--- src/rtl/fwp_pkg.sv ---
package fwp_pkg;
  localparam int unsigned WORD_W   = 32;
  localparam int unsigned ADDR_W   = 5;
  localparam logic [4:0]  SET_BASE = 5'h00;
  localparam logic [4:0]  CLR_BASE = 5'h10;

  typedef enum logic [1:0] {
    REG_NONE,
    REG_SET,
    REG_CLR
  } reg_kind_e;
endpackage

--- src/rtl/fwp_regbank.sv ---
module fwp_regbank
  import fwp_pkg::*;
#(
  parameter int unsigned      NUM_FRAMES = 64,
  parameter logic [NUM_FRAMES-1:0] IMPL_MASK = '1
) (
  input  logic                  clk_i,
  input  logic                  rst_ni,
  input  logic [ADDR_W-1:0]     addr_i,
  input  logic [WORD_W-1:0]     wdata_i,
  input  logic                  we_i,
  input  logic                  priv_i,
  output logic [WORD_W-1:0]     rdata_o,
  output logic                  err_o,
  output logic [NUM_FRAMES-1:0] prot_o
);
  localparam int unsigned NWORDS = NUM_FRAMES / WORD_W;
  localparam int unsigned IDX_W  = 2;

  logic [NUM_FRAMES-1:0] prot_q, prot_d, set_v, clr_v;
  logic [IDX_W-1:0]      idx;
  reg_kind_e             kind;
  logic                  wen;

  assign idx = addr_i[3:2];

  always_comb begin
    kind = REG_NONE;
    if (addr_i[1:0] == 2'b00 && 32'(idx) < NWORDS)
      kind = addr_i[4] ? REG_CLR : REG_SET;
  end

  assign wen = we_i && priv_i && (kind != REG_NONE);

  for (genvar w = 0; w < NWORDS; w++) begin : g_word
    logic hit;
    assign hit = wen && (32'(idx) == w);
    assign set_v[w*WORD_W +: WORD_W] = (hit && kind == REG_SET) ? wdata_i : '0;
    assign clr_v[w*WORD_W +: WORD_W] = (hit && kind == REG_CLR) ? wdata_i : '0;
  end

  // clear wins over set on the same bit
  assign prot_d = (prot_q | set_v) & ~clr_v & IMPL_MASK;

  always_ff @(posedge clk_i or negedge rst_ni) begin
    if (!rst_ni) prot_q <= '0;
    else         prot_q <= prot_d;
  end

  always_comb begin
    rdata_o = '0;
    for (int w = 0; w < NWORDS; w++)
      if (kind != REG_NONE && 32'(idx) == w) rdata_o = prot_q[w*WORD_W +: WORD_W];
  end

  assign err_o  = we_i && (!priv_i || kind == REG_NONE);
  assign prot_o = prot_q;

  a_r5_user_write_no_effect: assert property (@(posedge clk_i) disable iff (!rst_ni)
    (we_i && !priv_i) |=> $stable(prot_q));

  a_r10_bad_addr_no_effect: assert property (@(posedge clk_i) disable iff (!rst_ni)
    (we_i && kind == REG_NONE) |=> $stable(prot_q));

  a_r6_unimpl_zero: assert property (@(posedge clk_i) disable iff (!rst_ni)
    (prot_q & ~IMPL_MASK) == '0);

  a_r3_set_takes: assert property (@(posedge clk_i) disable iff (!rst_ni)
    (we_i && priv_i && kind == REG_SET && idx == 2'd0)
      |=> ((prot_q[WORD_W-1:0] & $past(wdata_i) & IMPL_MASK[WORD_W-1:0])
           == ($past(wdata_i) & IMPL_MASK[WORD_W-1:0])));

  a_r2_clr_takes: assert property (@(posedge clk_i) disable iff (!rst_ni)
    (we_i && priv_i && kind == REG_CLR && idx == 2'd0)
      |=> ((prot_q[WORD_W-1:0] & $past(wdata_i)) == '0));
endmodule

--- src/rtl/fwp_access_chk.sv ---
module fwp_access_chk #(
  parameter int unsigned NUM_FRAMES = 64,
  localparam int unsigned FR_W      = $clog2(NUM_FRAMES)
) (
  input  logic                  clk_i,
  input  logic                  rst_ni,
  input  logic [NUM_FRAMES-1:0] prot_i,
  input  logic                  req_i,
  input  logic [FR_W-1:0]       frame_i,
  input  logic                  priv_i,
  input  logic                  write_i,
  output logic                  grant_o,
  output logic                  deny_o,
  output logic                  viol_o
);
  logic locked, blocked, viol_q;

  assign locked  = prot_i[frame_i];
  assign blocked = write_i && !priv_i && locked;
  assign grant_o = req_i && !blocked;
  assign deny_o  = req_i && blocked;

  always_ff @(posedge clk_i or negedge rst_ni) begin
    if (!rst_ni) viol_q <= 1'b0;
    else         viol_q <= deny_o;
  end
  assign viol_o = viol_q;

  a_r8_no_user_write_to_locked: assert property (@(posedge clk_i) disable iff (!rst_ni)
    (req_i && write_i && !priv_i && prot_i[frame_i]) |-> !grant_o);

  a_r7_free_frame_granted: assert property (@(posedge clk_i) disable iff (!rst_ni)
    (req_i && !prot_i[frame_i]) |-> grant_o);

  a_r9_viol_has_cause: assert property (@(posedge clk_i) disable iff (!rst_ni)
    viol_o |-> $past(req_i && write_i && !priv_i));

  a_r8_grant_deny_exclusive: assert property (@(posedge clk_i) disable iff (!rst_ni)
    !(grant_o && deny_o));
endmodule

--- src/rtl/frame_wprot_ctrl.sv ---
module frame_wprot_ctrl
  import fwp_pkg::*;
#(
  parameter int unsigned           NUM_FRAMES = 64,
  parameter logic [NUM_FRAMES-1:0] IMPL_MASK  = '1,
  localparam int unsigned          FR_W       = $clog2(NUM_FRAMES)
) (
  input  logic              clk_i,
  input  logic              rst_ni,
  input  logic [4:0]        cfg_addr_i,
  input  logic [31:0]       cfg_wdata_i,
  input  logic              cfg_we_i,
  input  logic              cfg_priv_i,
  output logic [31:0]       cfg_rdata_o,
  output logic              cfg_err_o,
  input  logic              acc_req_i,
  input  logic [FR_W-1:0]   acc_frame_i,
  input  logic              acc_priv_i,
  input  logic              acc_write_i,
  output logic              acc_grant_o,
  output logic              acc_deny_o,
  output logic              acc_viol_o
);
  logic [NUM_FRAMES-1:0] prot;

  fwp_regbank #(.NUM_FRAMES(NUM_FRAMES), .IMPL_MASK(IMPL_MASK)) u_regs (
    .clk_i   (clk_i),
    .rst_ni  (rst_ni),
    .addr_i  (cfg_addr_i),
    .wdata_i (cfg_wdata_i),
    .we_i    (cfg_we_i),
    .priv_i  (cfg_priv_i),
    .rdata_o (cfg_rdata_o),
    .err_o   (cfg_err_o),
    .prot_o  (prot)
  );

  fwp_access_chk #(.NUM_FRAMES(NUM_FRAMES)) u_chk (
    .clk_i   (clk_i),
    .rst_ni  (rst_ni),
    .prot_i  (prot),
    .req_i   (acc_req_i),
    .frame_i (acc_frame_i),
    .priv_i  (acc_priv_i),
    .write_i (acc_write_i),
    .grant_o (acc_grant_o),
    .deny_o  (acc_deny_o),
    .viol_o  (acc_viol_o)
  );
endmodule

--- config.mk ---
export PLATFORM = sky130hd
export DESIGN_NAME = frame_wprot_ctrl
export DESIGN_NICKNAME = d
export VERILOG_FILES = /design/src/rtl/fwp_pkg.sv /design/src/rtl/fwp_regbank.sv /design/src/rtl/fwp_access_chk.sv /design/src/rtl/frame_wprot_ctrl.sv
export SDC_FILE = /design/constraint.sdc
export NUM_CORES = 1
export LEC_CHECK = 0
export ABC_AREA = 1
export BUFFER_PORTS_ARGS = -buffer_cell sky130_fd_sc_hd__clkbuf_2
export CAP_MARGIN = 10
export CORE_ASPECT_RATIO = 0.9
export CORE_MARGIN = 4
export CORE_UTILIZATION = 45
export DETAILED_ROUTE_END_ITERATION = 8
export PLACE_DENSITY = 0.75
export SLEW_MARGIN = 10
export SYNTH_ARGS = -nofsm -noshare
export SYNTH_HDL_FRONTEND = slang
export SYNTH_SLANG_ARGS = --single-unit
--- constraint.sdc ---
create_clock -name clk_i -period 3.7 [get_ports clk_i]
set_input_delay 0.925 -clock clk_i [delete_from_list [all_inputs] [get_ports clk_i]]
set_output_delay 0.925 -clock clk_i [all_outputs]
set_load 0.02 [all_outputs]
Word-level counts from Yosys, hierarchy flattened
Index checks and enable logic that the tools add are counted.
- memories kept: 0
- memory bits (writable): 0
- latch bits: 0
- memory bits (read-only): 0
- output and inout bits: 36
- flip-flop bits (word level): 65
- bits of input ports: 50
- logic and storage cells: 44
- shift-type cells: 0
- multiplexer cells: 10
- reductions and logical operators: 24
- divide/modulo/power cells: 0
- equality and inequality tests: 3
- $lt $le $gt $ge: 2
- $add $sub $neg: 0
- multipliers: 0
- bitwise gates (word level): 3
- operators with widths (operator ; number):
    2-to-1 mux 32 bit ; 6
    bitwise AND 64 bit ; 1
    NOT 64 bit ; 1
    OR 64 bit ; 1
    logical AND 1 bit ; 16
    < comparator 6 x 7 -> 1 bit (second input constant) ; 1
    binary-select mux 1 bit (select 6 bit) ; 1
    zero test 2 bit ; 3
    == test 2 x 1 -> 1 bit (second input constant) ; 2
    2-to-1 mux 2 bit ; 2
    zero test 1 bit ; 3
    == test 2 bit (second input constant) ; 1
    < comparator 2 bit (second input constant) ; 1
    nonzero test 2 bit ; 1
    logical OR 1 bit ; 1
    2-to-1 mux 1 bit ; 1

Depth between registers and ports, before layout
- depth after elaboration: 10
- mapped depth: 13
- gate-level depth less buffers: 11

Hierarchy
A second synthesis with hierarchy kept.
- cell total of the unflattened synthesis: 589
- area total of the unflattened synthesis: 4047.6 um^2
- modules (own cells, without submodules) (module ; cells each ; instances ; seq. area each (um^2) ; area an instance (um^2)):
    fwp_regbank ; 431 ; 1 ; 1601.5 ; 3295.7
    fwp_access_chk ; 158 ; 1 ; 25.0 ; 752.0

Least setup slack after synthesis
Ideal clock, no wire load.
- kind: input -> output
- start point: in acc_frame_i[1]
- end point: out acc_grant_o
- stages: 10
- required time: 2775 ps
- buffers on the path: 2
- path slack: 617 ps
- arrival time: 2158 ps
- cells stage by stage: buf_2 clkbuf_1 nand3_1 nand3_1 nand2_1 nand2_1 nand3_1 nand3_1 nand2_1 a21oi_1
- longest elaborated chain between the ends: 5
- ends and longest elaborated chain (item ; line ; text):
    start: declaration ; frame_wprot_ctrl.sv:17 ; input logic [FR_W-1:0] acc_frame_i,
    binary-select mux 1 bit (select 6 bit) ; fwp_access_chk.sv:18 ; assign locked = prot_i[frame_i];
    2-to-1 mux 1 bit (not written as such) ; fwp_access_chk.sv:18 ;
    logical AND 1 bit ; fwp_access_chk.sv:19 ; assign blocked = write_i && !priv_i && locked;
    zero test 1 bit ; fwp_access_chk.sv:20 ; assign grant_o = req_i && !blocked;
    logical AND 1 bit ; fwp_access_chk.sv:20 ;
    end: declaration ; frame_wprot_ctrl.sv:20 ; output logic acc_grant_o,
No other way between the ends. The select of a mux whose other input is x is not followed.

Worst setup path after layout
- start point: in cfg_addr_i[3]
- end point: out cfg_rdata_o[2]
- longest elaborated chain between the ends: 7
- elaborated cells on any way between the ends: 10
- classes of those cells: order compare: 1; eq/ne: 1; mux: 3; reduce/logical: 5
- ends and longest elaborated chain (item ; line ; text):
    start: declaration ; frame_wprot_ctrl.sv:10 ; input logic [4:0] cfg_addr_i,
    < comparator 2 bit ; fwp_regbank.sv:29 ; if (addr_i[1:0] == 2'b00 && 32'(idx) < NWORDS)
    logical AND 1 bit ; fwp_regbank.sv:29 ;
    2-to-1 mux 2 bit ; fwp_regbank.sv:29 ;
    nonzero test 2 bit ; fwp_regbank.sv:53 ; if (kind != REG_NONE && 32'(idx) == w) rdata_o = prot_q[w*WORD_W +: WORD_W];
    logical AND 1 bit ; fwp_regbank.sv:53 ;
    2-to-1 mux 32 bit ; fwp_regbank.sv:53 ;
    2-to-1 mux 32 bit * ; fwp_regbank.sv:53 ;
    end: declaration ; frame_wprot_ctrl.sv:14 ; output logic [31:0] cfg_rdata_o,
Mark *: on every way between the ends. The rest lies on a longest branch, timed or not.

==> summary.md <==
| Metric | Value |
|---|---|
| Crit. End Element | `primary output` |
| Area growth syn-to-layout | `17.1%` |
| First-pass GRT wire length | `18.0 mm` |
| Max Freq | `292 MHz` |
| LEAKAGE | `2.36 nW` |
| Largest net degree at the start of global routing | `52` |
| Chip width | `104 um` |
| Class of the worst hold path | `in -> async` |
| Final HPWL DP | `7.32 mm` |
| Slowest stage cell on the critical path | `nand2_1` |
| Required time of the worst setup path | `2.77 ns` |
| Clk buf depth | `2` |
| Core box area | `8070 um2` |
| Min setup slack post-route | `0.277 ns` |
| PortBufs | `85` |
| Post-layout net count | `609` |
| # rows | `31` |
| Sequential cell area fraction in the yosys report | `43.4%` |
| DRT Pass-1 Iters | `5` |
| Synth warn | `0` |
| CTS H-tree lvls | `3` |
| Power Total | `1.52 mW` |
| Mapped cell area | `3750 um2` |
| Syn nets | `531` |
| CTS tree | `yes` |
| Fin Hold WS | `0.493 ns` |
| Cell mode on critical path | `clkbuf_2` |
| Critical path arrival | `2.50 ns` |
| Final core utilization | `54.4%` |
| Routed WL | `10.7 mm` |
| Max VDD drop | `0.227 mV` |
| Root buffer cell | `clkbuf_8` |
| Period utilization | `92.5%` |
| Unrepaired setup endpoints after global routing | `false` |
| Worst-path clk slew | `0.07 ns` |
| Fin. max-slew vios | `0` |
| GR Util All Layers | `22.6%` |
| Cells after Synth | `481` |
| Vias/cell | `5.61` |
| Critical path, cell by cell | `clkbuf_2 -> nor2_2 -> nand2_4 -> clkinv_2 -> nand2_1 -> buf_4 -> o22ai_1 -> clkbuf_2` |
| Final Hold Fails | `0` |
| Setup Skew | `0.00675 ns` |
| Placer Congestion | `0.856` |
| # hold bufs at CTS | `0` |
| Slew Limit Headroom | `54.9%` |
| Setup CP Type | `in -> out` |
| Synth Register Bits | `65` |
| Starting Density | `46.4%` |
| Syn avg cell area | `7.79 um2` |
| Die area | `9850 um2` |
| Max_cap viols | `0` |
| Post-CTS setup buffer count | `0` |
| Yosys top cell area share | `43.4%` |
| Routed vias | `3721` |
| Synth cell types | `20` |
| Die H | `94.6 um` |
| Setup tns final | `0 ns` |
| Drt first-iter violations | `278` |
| Final setup violating endpoints | `0` |
| Biggest area consumer among synthesized cells | `dfrtp_1` |
| CTS Buf Count | `9` |
| Crit path time final | `3.42 ns` |
| DP Worst Slack | `0.277 ns` |
| WP buf/inv | `4` |
| Clk sink count | `65` |
| Crit-path max cell delay | `0.40 ns` |
| Initial antenna violation count | `0` |
| DRC errors left | `0` |
| Antenna Cells | `0` |
| Worst Tran Pin Value | `0.674 ns` |
| I/O pins | `86` |
| Pwr dens | `347 nW/um2` |
| Number of global-route vias before repair | `3703` |
| DR WL/cell | `16.2 um` |
| Worst-path maximum fanout | `15` |
| Grt ovf | `0` |
| Worst path top cell family by delay | `buffers and inverters` |
| Share of cells above drive strength 1 | `21.8%` |
| Final antenna-violating net count | `0` |
| Clk_lat worst skew | `0.34 ns` |
| Crit start category | `primary input` |
| Synth area leaders | `dfrtp_1 43%, nand2_1 15%, a22oi_1 12%, inv_1 7.5%, nand3_1 7.2%` |
| Outcome | `finished, final reports clean` |
| Post-CTS sizing | `0` |
## per-layer routing
layer | vias up | track usage, % | part of all wire, %
met5 | - | 0 | 0
li1 | 1761 | - | -
met4 | 0 | 5.65 | 1.2
met2 | 164 | 37.3 | 46
met1 | 1783 | 29.9 | 45
met3 | 13 | 5.88 | 8.2
## final cells by class
| type | instances | area [um2] |
|---|---|---|
| Fill cell | 776 | 3680 |
| Multi-Input combinational cell | 309 | 1650 |
| Sequential cell | 65 | 1630 |
| Timing Repair Buffer | 96 | 508 |
| Inverter | 78 | 294 |
| Clock buffer | 12 | 155 |
| Tap cell | 99 | 124 |
| Clock inverter | 4 | 27.5 |
## layout by cell type (no fill, tap or decap), types with 2 or more instances in the layout
master      synthesis  layout
clkinv_2            1       2
clkinvlp_4          0       3
nor4_4              4       4
buf_4               0      11
nand3_1            54      54
clkbuf_8            0      11
a22oi_2             2       2
a22oi_1            62      62
o22ai_1            32      32
inv_2               2       2
nand2_1           148     148
inv_1              75      75
dfrtp_1            65      65
clkbuf_2            0      85
nor2_1              2       2
## worst reg2reg max path: cells and delay by family (launching register included)
kind	cells	cell delay (ns)
flip-flops	1	0.40
AND/OR/NAND/NOR	10	0.76
## cell usage after synthesis
library cell / number
nand2_4: 1
o22ai_1: 32
nor2_1: 2
nand2_1: 148
a22oi_2: 2
inv_2: 2
o21ai_0: 1
dfrtp_1: 65
nor4_4: 4
nand3_1: 54
nand3_4: 1
a22oi_1: 62
nor2_2: 1
buf_6: 6
clkinv_2: 1
clkbuf_1: 6
buf_2: 15
a21oi_1: 1
buf_1: 2
inv_1: 75
## state kept, by name, summed over array words and instances (netlist names)
name,flops
u_regs.prot_o,64
u_chk.viol_o,1
## through the flow
stage	instances	cell area (um2)
after global placement	647	4210
after floorplan	481	3750
after CTS	663	4390
after global routing	663	4390
final	663	4390
after detailed placement	647	4210
## cell families (layout without fill, tap and decap cells)
group                  count (synthesis)  in the layout  share of synthesized area (%)
and+or+nand+nor                      211            211                           25.4
DFF                                   65             65                           43.4
AOI/OAI and AO/OA                     98             98                           18.7
buffers and inverters                107            190                           12.5
## path summary, 6_finish.rpt
| check | from | slack (ns) | to | cells past startpoint |
|---|---|---|---|---|
| setup / recovery | cfg_addr_i[3] | 0.28 | cfg_rdata_o[2] | 8 |
| hold / removal | rst_ni | 0.49 | u_regs.prot_o[38]$_DFF_PN0_ | 1 |
| setup reg to reg | u_regs.prot_o[23]$_DFF_PN0_ | 2.45 | u_chk.viol_o$_DFF_PN0_ | 10 |
| hold reg to reg | u_regs.prot_o[12]$_DFF_PN0_ | 0.56 | u_regs.prot_o[12]$_DFF_PN0_ | 2 |
| max in group asynchronous | rst_ni | 2.20 | u_regs.prot_o[14]$_DFF_PN0_ | 2 |
| min in group clk_i | u_regs.prot_o[12]$_DFF_PN0_ | 0.56 | u_regs.prot_o[12]$_DFF_PN0_ | 2 |
## where the power goes
| group | switching [mW] | internal (mW) | leakage (nW) | total, mW |
|---|---|---|---|---|
| Sequential | 0.0136 | 0.729 | 0.583 | 0.743 |
| Combinational | 0.150 | 0.0762 | 1.69 | 0.226 |
| Clock | 0.276 | 0.279 | 0.0846 | 0.555 |
| Total | 0.440 | 1.08 | 2.36 | 1.52 |
(Power assumes the default switching activity.)
